**src/rtl/pc_pkg.sv**
```systemverilog
// Package: shared encodings for the press classifier.
// Assumes: thresholds are positive and strictly ordered long > mid > short.
package pc_pkg;

    // Duration band a completed press falls into.
    typedef enum logic [1:0] {
        BAND_NONE  = 2'd0,
        BAND_SHORT = 2'd1,
        BAND_MID   = 2'd2,
        BAND_LONG  = 2'd3
    } press_band_e;

    // Bit positions of the flags inside the 3-bit flag vector.
    localparam int FB_SHORT = 0;
    localparam int FB_MID   = 1;
    localparam int FB_LONG  = 2;
    localparam int NFLAGS   = 3;

    // Sort a measured duration into a band; upper bounds are inclusive.
    function automatic press_band_e band_of(input int dur, input int t_long,
                                            input int t_mid, input int t_short);
        if (dur > t_long)       return BAND_LONG;
        else if (dur > t_mid)   return BAND_MID;
        else if (dur > t_short) return BAND_SHORT;
        else                    return BAND_NONE;
    endfunction

endpackage

```
**src/rtl/pc_sync.sv**
```systemverilog
// Module: pc_sync
// Multi-stage synchronizer for one asynchronous level.
// Assumes: the input is a slow level; every stage resets to RST_VAL.
module pc_sync #(
    parameter int   STAGES  = 2,
    parameter logic RST_VAL = 1'b1
) (
    input  logic clk,
    input  logic rst_n,
    input  logic d_i,
    output logic q_o
);

    logic [STAGES-1:0] stg_q;

    for (genvar i = 0; i < STAGES; i++) begin : g_stage
        if (i == 0) begin : g_first
            // First stage samples the asynchronous input.
            always_ff @(posedge clk) begin
                if (!rst_n) stg_q[0] <= RST_VAL;
                else        stg_q[0] <= d_i;
            end
        end else begin : g_next
            // Later stages resolve metastability of the previous stage.
            always_ff @(posedge clk) begin
                if (!rst_n) stg_q[i] <= RST_VAL;
                else        stg_q[i] <= stg_q[i-1];
            end
        end
    end

    assign q_o = stg_q[STAGES-1];

endmodule

```
**src/rtl/pc_duration.sv**
```systemverilog
// Module: pc_duration
// Counts ticks of the synchronized pressed level, saturating at CAP,
// and flags the first released tick after a counted press.
// Assumes: pressed_i is already synchronous to clk.
module pc_duration #(
    parameter int LONG_TICKS = 40,
    localparam int CAP = LONG_TICKS + 1,
    localparam int CW  = $clog2(CAP + 1)
) (
    input  logic          clk,
    input  logic          rst_n,
    input  logic          pressed_i,
    input  logic          clr_i,
    output logic [CW-1:0] dur_o,
    output logic          release_o
);

    logic [CW-1:0] cnt_q;

    // Pressed-time counter: held at zero by clear, reset on release.
    always_ff @(posedge clk) begin
        if (!rst_n)                       cnt_q <= '0;
        else if (clr_i)                   cnt_q <= '0;
        else if (!pressed_i)              cnt_q <= '0;
        else if (cnt_q < CW'(CAP))        cnt_q <= cnt_q + 1'b1;
    end

    // A release is the first released tick while a count is pending.
    assign release_o = !pressed_i && (cnt_q != '0);
    assign dur_o     = cnt_q;

    // the counter never runs past its cap.
    a_r3_no_overflow: assert property (@(posedge clk) disable iff (!rst_n)
        cnt_q <= CW'(CAP));

    // a clear leaves the counter at zero on the next edge.
    a_r9_cnt_held: assert property (@(posedge clk) disable iff (!rst_n)
        clr_i |=> (cnt_q == '0));

endmodule

```
**src/rtl/pc_flags.sv**
```systemverilog
// Module: pc_flags
// Classifies a finished press and ORs its band into sticky flags.
// Assumes: release_i lasts one cycle and dur_i is valid during it.
module pc_flags
    import pc_pkg::*;
#(
    parameter int LONG_TICKS  = 40,
    parameter int MID_TICKS   = 20,
    parameter int SHORT_TICKS = 5,
    parameter int CW          = 6
) (
    input  logic              clk,
    input  logic              rst_n,
    input  logic [CW-1:0]     dur_i,
    input  logic              release_i,
    input  logic              clr_i,
    output logic [NFLAGS-1:0] flags_o
);

    logic [NFLAGS-1:0] flags_q;
    logic [NFLAGS-1:0] hit;
    press_band_e       band;

    // Decode the band of the press that is ending this cycle.
    always_comb begin
        band = band_of(int'(dur_i), LONG_TICKS, MID_TICKS, SHORT_TICKS);
        hit  = '0;
        case (band)
            BAND_LONG:  hit[FB_LONG]  = 1'b1;
            BAND_MID:   hit[FB_MID]   = 1'b1;
            BAND_SHORT: hit[FB_SHORT] = 1'b1;
            default:    hit           = '0;
        endcase
    end

    // Sticky flag register; clear has priority over a release.
    always_ff @(posedge clk) begin
        if (!rst_n)         flags_q <= '0;
        else if (clr_i)     flags_q <= '0;
        else if (release_i) flags_q <= flags_q | hit;
    end

    assign flags_o = flags_q;

    // a clear empties every flag on the next edge.
    a_r9_clear: assert property (@(posedge clk) disable iff (!rst_n)
        clr_i |=> (flags_q == '0));

    // without a clear no flag falls.
    a_r8_sticky: assert property (@(posedge clk) disable iff (!rst_n)
        !clr_i |=> ((flags_q & $past(flags_q)) == $past(flags_q)));

    // new flag bits appear only on a release, at most one at a time.
    a_r7_only_release: assert property (@(posedge clk) disable iff (!rst_n)
        !release_i |=> ((flags_q & ~$past(flags_q)) == '0));
    a_r7_one_band: assert property (@(posedge clk) disable iff (!rst_n)
        $countones(flags_q & ~$past(flags_q)) <= 1);

endmodule

```
**src/rtl/press_classifier.sv**
```systemverilog
// Module: press_classifier (top)
// Synchronizes one button, measures each press and raises a sticky flag
// for the duration band the press falls into on release.
// Assumes: clk is a slow tick; LONG_TICKS > MID_TICKS > SHORT_TICKS > 0.
module press_classifier
    import pc_pkg::*;
#(
    parameter int   LONG_TICKS  = 40,
    parameter int   MID_TICKS   = 20,
    parameter int   SHORT_TICKS = 5,
    parameter logic PRESS_LEVEL = 1'b0,
    parameter int   SYNC_STAGES = 2
) (
    input  logic clk,
    input  logic rst_n,
    input  logic btn_raw,
    input  logic flag_clr,
    output logic flag_long,
    output logic flag_mid,
    output logic flag_short
);

    localparam int CW = $clog2(LONG_TICKS + 2);

    logic              btn_s;
    logic              pressed_s;
    logic [CW-1:0]     dur;
    logic              rel;
    logic [NFLAGS-1:0] flags;

    pc_sync #(.STAGES(SYNC_STAGES), .RST_VAL(~PRESS_LEVEL)) u_sync (
        .clk   (clk),
        .rst_n (rst_n),
        .d_i   (btn_raw),
        .q_o   (btn_s)
    );

    // Map the synchronized level onto pressed/released.
    assign pressed_s = (btn_s == PRESS_LEVEL);

    pc_duration #(.LONG_TICKS(LONG_TICKS)) u_dur (
        .clk       (clk),
        .rst_n     (rst_n),
        .pressed_i (pressed_s),
        .clr_i     (flag_clr),
        .dur_o     (dur),
        .release_o (rel)
    );

    pc_flags #(
        .LONG_TICKS  (LONG_TICKS),
        .MID_TICKS   (MID_TICKS),
        .SHORT_TICKS (SHORT_TICKS),
        .CW          (CW)
    ) u_flags (
        .clk       (clk),
        .rst_n     (rst_n),
        .dur_i     (dur),
        .release_i (rel),
        .clr_i     (flag_clr),
        .flags_o   (flags)
    );

    assign flag_long  = flags[FB_LONG];
    assign flag_mid   = flags[FB_MID];
    assign flag_short = flags[FB_SHORT];

    // threshold ordering is a precondition of the band decode.
    initial begin
        a_r4_order: assert (LONG_TICKS > MID_TICKS && MID_TICKS > SHORT_TICKS
                            && SHORT_TICKS > 0);
    end

    // a recognised press traces back to a raw pressed sample two edges earlier.
    a_r1_sync_latency: assert property (@(posedge clk) disable iff (!rst_n)
        $rose(pressed_s) |-> $past(btn_raw == PRESS_LEVEL, 2));

endmodule

```
**config.mk**
```make
export PLATFORM = sky130hd
export DESIGN_NAME = press_classifier
export DESIGN_NICKNAME = d
export VERILOG_FILES = /design/src/rtl/pc_pkg.sv /design/src/rtl/pc_sync.sv /design/src/rtl/pc_duration.sv /design/src/rtl/pc_flags.sv /design/src/rtl/press_classifier.sv
export SDC_FILE = /design/constraint.sdc
export NUM_CORES = 1
export LEC_CHECK = 0
export BUFFER_PORTS_ARGS = -buffer_cell sky130_fd_sc_hd__buf_2
export CORE_AREA = 2 2 39 41
export CTS_CLUSTER_DIAMETER = 150
export DETAILED_ROUTE_END_ITERATION = 10
export DIE_AREA = 0 0 41 43
export PLACE_DENSITY = 0.62
export SLEW_MARGIN = 20
export SYNTH_ARGS = -nofsm -noshare
export SYNTH_HDL_FRONTEND = slang
export SYNTH_SLANG_ARGS = --single-unit
export TNS_END_PERCENT = 50
```
**constraint.sdc**
```tcl
create_clock -name clk -period 1.8 [get_ports clk]
set_input_delay 0.36 -clock clk [delete_from_list [all_inputs] [get_ports clk]]
set_output_delay 0.36 -clock clk [all_outputs]
set_load 0.01 [all_outputs]
```
==> results.md <==
- The required time of the critical path is ~2000 ps.
- The register-to-register path setup slack is 440 ps.
- The max-slew headroom at the worst pin is 73.56%.
- The number of gates given a new drive strength after cts is 0.
- Setup violations remaining at the end of the flow were counted as 0.
- The instance area after placement is 624.3 um^2.
- The I/O pin total is 7.
- The area enclosed by the die boundary is between 0.0015 and 0.002 mm^2.
- The share of the clock period used by the worst path is 75.47%.
- The root buffer cell chosen for the clock tree is sky130_fd_sc_hd__clkbuf_4.
- The kind of cell with the highest combined delay along the critical path is compound AO/OA/AOI/OAI gates.
- Global routing finished with a remaining overflow of 0.
- Of all nets on the critical path, the largest fanout is 4.
- The count of cell types in the netlist is 27.
- The combined global-route utilization of all metal layers is ~15%.
- The worst reg-to-reg path cell count is 6.
- The buffer count from post-CTS setup fixing is 0.
- The routed wire length is 1000 um.
- Synthesis produced a netlist with a net count of 77.
- Setup repair after global routing left no endpoint under its margin.
- By area the synthesized netlist is led by sky130_fd_sc_hd__dfxtp_1 36%, sky130_fd_sc_hd__ha_1 8.3%, sky130_fd_sc_hd__a21oi_1 7.4%.
- The sequential cells in the finished layout cover a total of 220.2 um^2.
- At the pin with the least slew margin, the transition time is 396.1 ps.
- The synthesized netlist occupies a cell area of 605.6 um^2.
- The total of hold buffers inserted after clock tree synthesis is 0.
- The average via count per standard cell is 4.989.
- Routability-driven placement finished with a final weighted congestion of ~0.8.
- The worst path arrival time is 1540 ps.
- The critical path startpoint category is a flop.
- The signal on the critical path passes through inv_1 -> ha_1 -> nor2b_1 -> o21ai_0 -> a21oi_1 -> a311oi_1.
- The ratio of cells with drive above 1 in the final layout is between 10% and 20%.
- The number of cells in the finished layout apart from fillers is 90.
- The pre-antenna-repair detailed-routing pass consisted of 3 iterations.
- VDD sags by at most roughly 0.00065 V.
- Dividing total power by cell area gives a power density of 656.3 mW/mm^2.
- The number of clock buffers inserted by TritonCTS is 3.
- The die is 43 um tall.
- The worst hold path terminates at u_sync.stg_q[0].
- The number of inserted filler cells in the final layout is roughly 130.
- The startpoint identified for the worst register-to-register timing path is u_dur.dur_o[0].
- In the final routed layout, each cell accounts on average for 11.11 um.
- The run finished with clean final reports.
- The library cell contributing the largest single delay on the critical path is sky130_fd_sc_hd__dfxtp_1.
- For this configuration, the core starts out at a cell density of 43.76%.
- The maximum single-stage delay on the critical path is 340 ps.
- Synthesis produced a netlist whose cell count is 69.
- The total leakage power is 0.2672 nW.
- After detailed placement, the design holds a cell count of 86.
- CTS built an H-tree with a depth of 1.
- In this run the deepest clock path goes through 2 buffers.
- After routing, the total negative slack on setup checks comes to 0 ps.
- The global-route wire length before repair is around 1600 um.
- After clock tree synthesis, the clock-pin slew on the worst setup and hold paths is about 70 ps.
- The total half-perimeter wirelength after legalization and detailed placement is ~730 um.
- The startpoint identified for the worst hold timing path is btn_raw.
- The final-report hold violation count came to 0.
- The net count of the finished layout is 83.
- The share of the synthesized area in the top cell type is 36.36%.
- The number of DRC violations after detailed-routing iteration 0 is 10.
- The hold slack is 271.4 ps.
- The number of placement rows is 14.
- The total area inside the core boundary comes to 0.001384 mm^2.
- Static timing analysis puts the maximum clock frequency at 0.7361 GHz.
- The clock net in this run drives a total of 11 sinks.
- The max-capacitance violation count is 0.
- The width of the die is 41 um.
- Along the worst hold path, the cell count comes to 2.
- In this run the worst hold path is classified as primary input to flop.
- The largest total area in the synthesized netlist belongs to sky130_fd_sc_hd__dfxtp_1.
- The kind of end point of the critical path is a flop.
- The via count of the first global-routing pass is 380.
- The number of antenna violations at the first check in global routing came to 0.
- The number of nets still failing antenna checks after routing is 0.
- From synthesis to final layout, the design area changed by 7.438%.
- The startpoint-to-endpoint class of the critical path is flop to flop.
- The post-route minimum period is approximately 1400 ps.
- The clock insertion delay at the later pin of the skew report is 270 ps.
- The total vias in the final route is 449.
- The largest net degree at the start of global routing is 14.
- Once layout is done, the placed cells without fillers occupy ~650 um^2.
- The number of antenna diodes is 0.
- Dividing the synthesized area by the synthesized cell count gives approximately 8.8 um^2.
- The worst path buffer plus inverter count is 1.
- During synthesis, Yosys emitted a total of 0 warnings.
- After detailed routing, the number of remaining DRC violations is 0.
- The number of pins with negative max-slew slack in the final report is 0.
- The total power of the final layout is 0.4270 mW.
- The post-route clock skew is 2.713 ps.
- The sequential element share of the synthesized area is 36.36%.
- During placement, the flow inserted port buffers numbering 6.
- The flip-flop and latch count after synthesis is 11.
- Summing all multi-input logic gate instances after layout gives 329.1 um^2.
- The TritonCTS clock tree is done.
- The endpoint of the lowest-slack register-to-register path is u_dur.dur_o[2].
[power by group]
part	switching [mW]	internal, mW
logic	0.00681	0.00753
clock network	0.0798	0.0858
registers	0.00128	0.246
total	0.0879	0.339
[worst max path at each step]
stage                         startpoint        endpoint  slack (ps)  cells past startpoint
after floorplan           u_dur.dur_o[0]  u_dur.dur_o[2]         550                      6
after global placement    u_dur.dur_o[0]  u_dur.dur_o[2]         470                      6
after detailed placement  u_dur.dur_o[0]  u_dur.dur_o[2]         450                      6
after CTS                 u_dur.dur_o[0]  u_dur.dur_o[2]         430                      6
after global routing      u_dur.dur_o[0]  u_dur.dur_o[0]         330                      6
final                     u_dur.dur_o[0]  u_dur.dur_o[2]         440                      6
[area by class of cell]
class	instances	area share [%]
Multi-Input combinational cell	47	50.58
Sequential cell	11	33.85
Timing Repair Buffer	6	4.615
Clock buffer	4	4.038
Tap cell	16	3.077
Inverter	6	3.846
[per-layer routing]
layer / GRT usage [%] / wire, um / up-vias
met3: 9.424 / 45 / 2
met1: 17.92 / 494 / 195
met4: 8.000 / 15 / 0
met5: 0 / 0 / -
met2: 19.06 / 445 / 7
li1: - / - / 245
[flip-flops by register name (all words and copies together), names as in the netlist]
| name | count |
|---|---|
| u_flags.flags_o | 3 |
| u_sync.q_o | 1 |
| u_sync.stg_q | 1 |
| u_dur.dur_o | 6 |
[synth_stat cells (all sizes together)]
cell,count
or2b,2
a41oi,1
or2,1
a21o,2
xor2,1
nor2b,2
nor4bb,1
a311oi,2
nand3b,1
a21oi,9
nand4,1
ha,4
nand2b,3
nand2,2
buf,5
dfxtp,11
a31oi,2
nand3,3
nor2,3
o21ai,4
inv,6
nor3,3
[layout by cell type, fill, tap and decap left out, types with 3 or more instances in the layout]
cell	count
sky130_fd_sc_hd__dfxtp_1	11
sky130_fd_sc_hd__nor2_1	3
sky130_fd_sc_hd__ha_1	4
sky130_fd_sc_hd__a21oi_1	9
sky130_fd_sc_hd__clkbuf_4	3
sky130_fd_sc_hd__nand3_1	3
sky130_fd_sc_hd__o21ai_0	4
sky130_fd_sc_hd__buf_2	6
sky130_fd_sc_hd__inv_1	4
[metrics by stage]
stage | setup slack (ps) | util (%)
2_1_floorplan | 552.4 | -
3_3_place_gp | 466.4 | 45.12
3_5_place_dp | 450.7 | 45.12
4_1_cts | 430.9 | 47.02
5_1_grt | 330.4 | 47.02
6_report | 441.6 | 47.02
[cells by family after synthesis]
group                    share of synthesized area, %
AND/OR/NAND/NOR                                 25.00
AO/OA/AOI/OAI                                   19.63
buffers and inverters                           9.297
flip-flops                                      36.36
adder cells (fa/ha/maj)                         8.265
XOR/XNOR                                        1.447
Power figures use the tool's default switching activity.
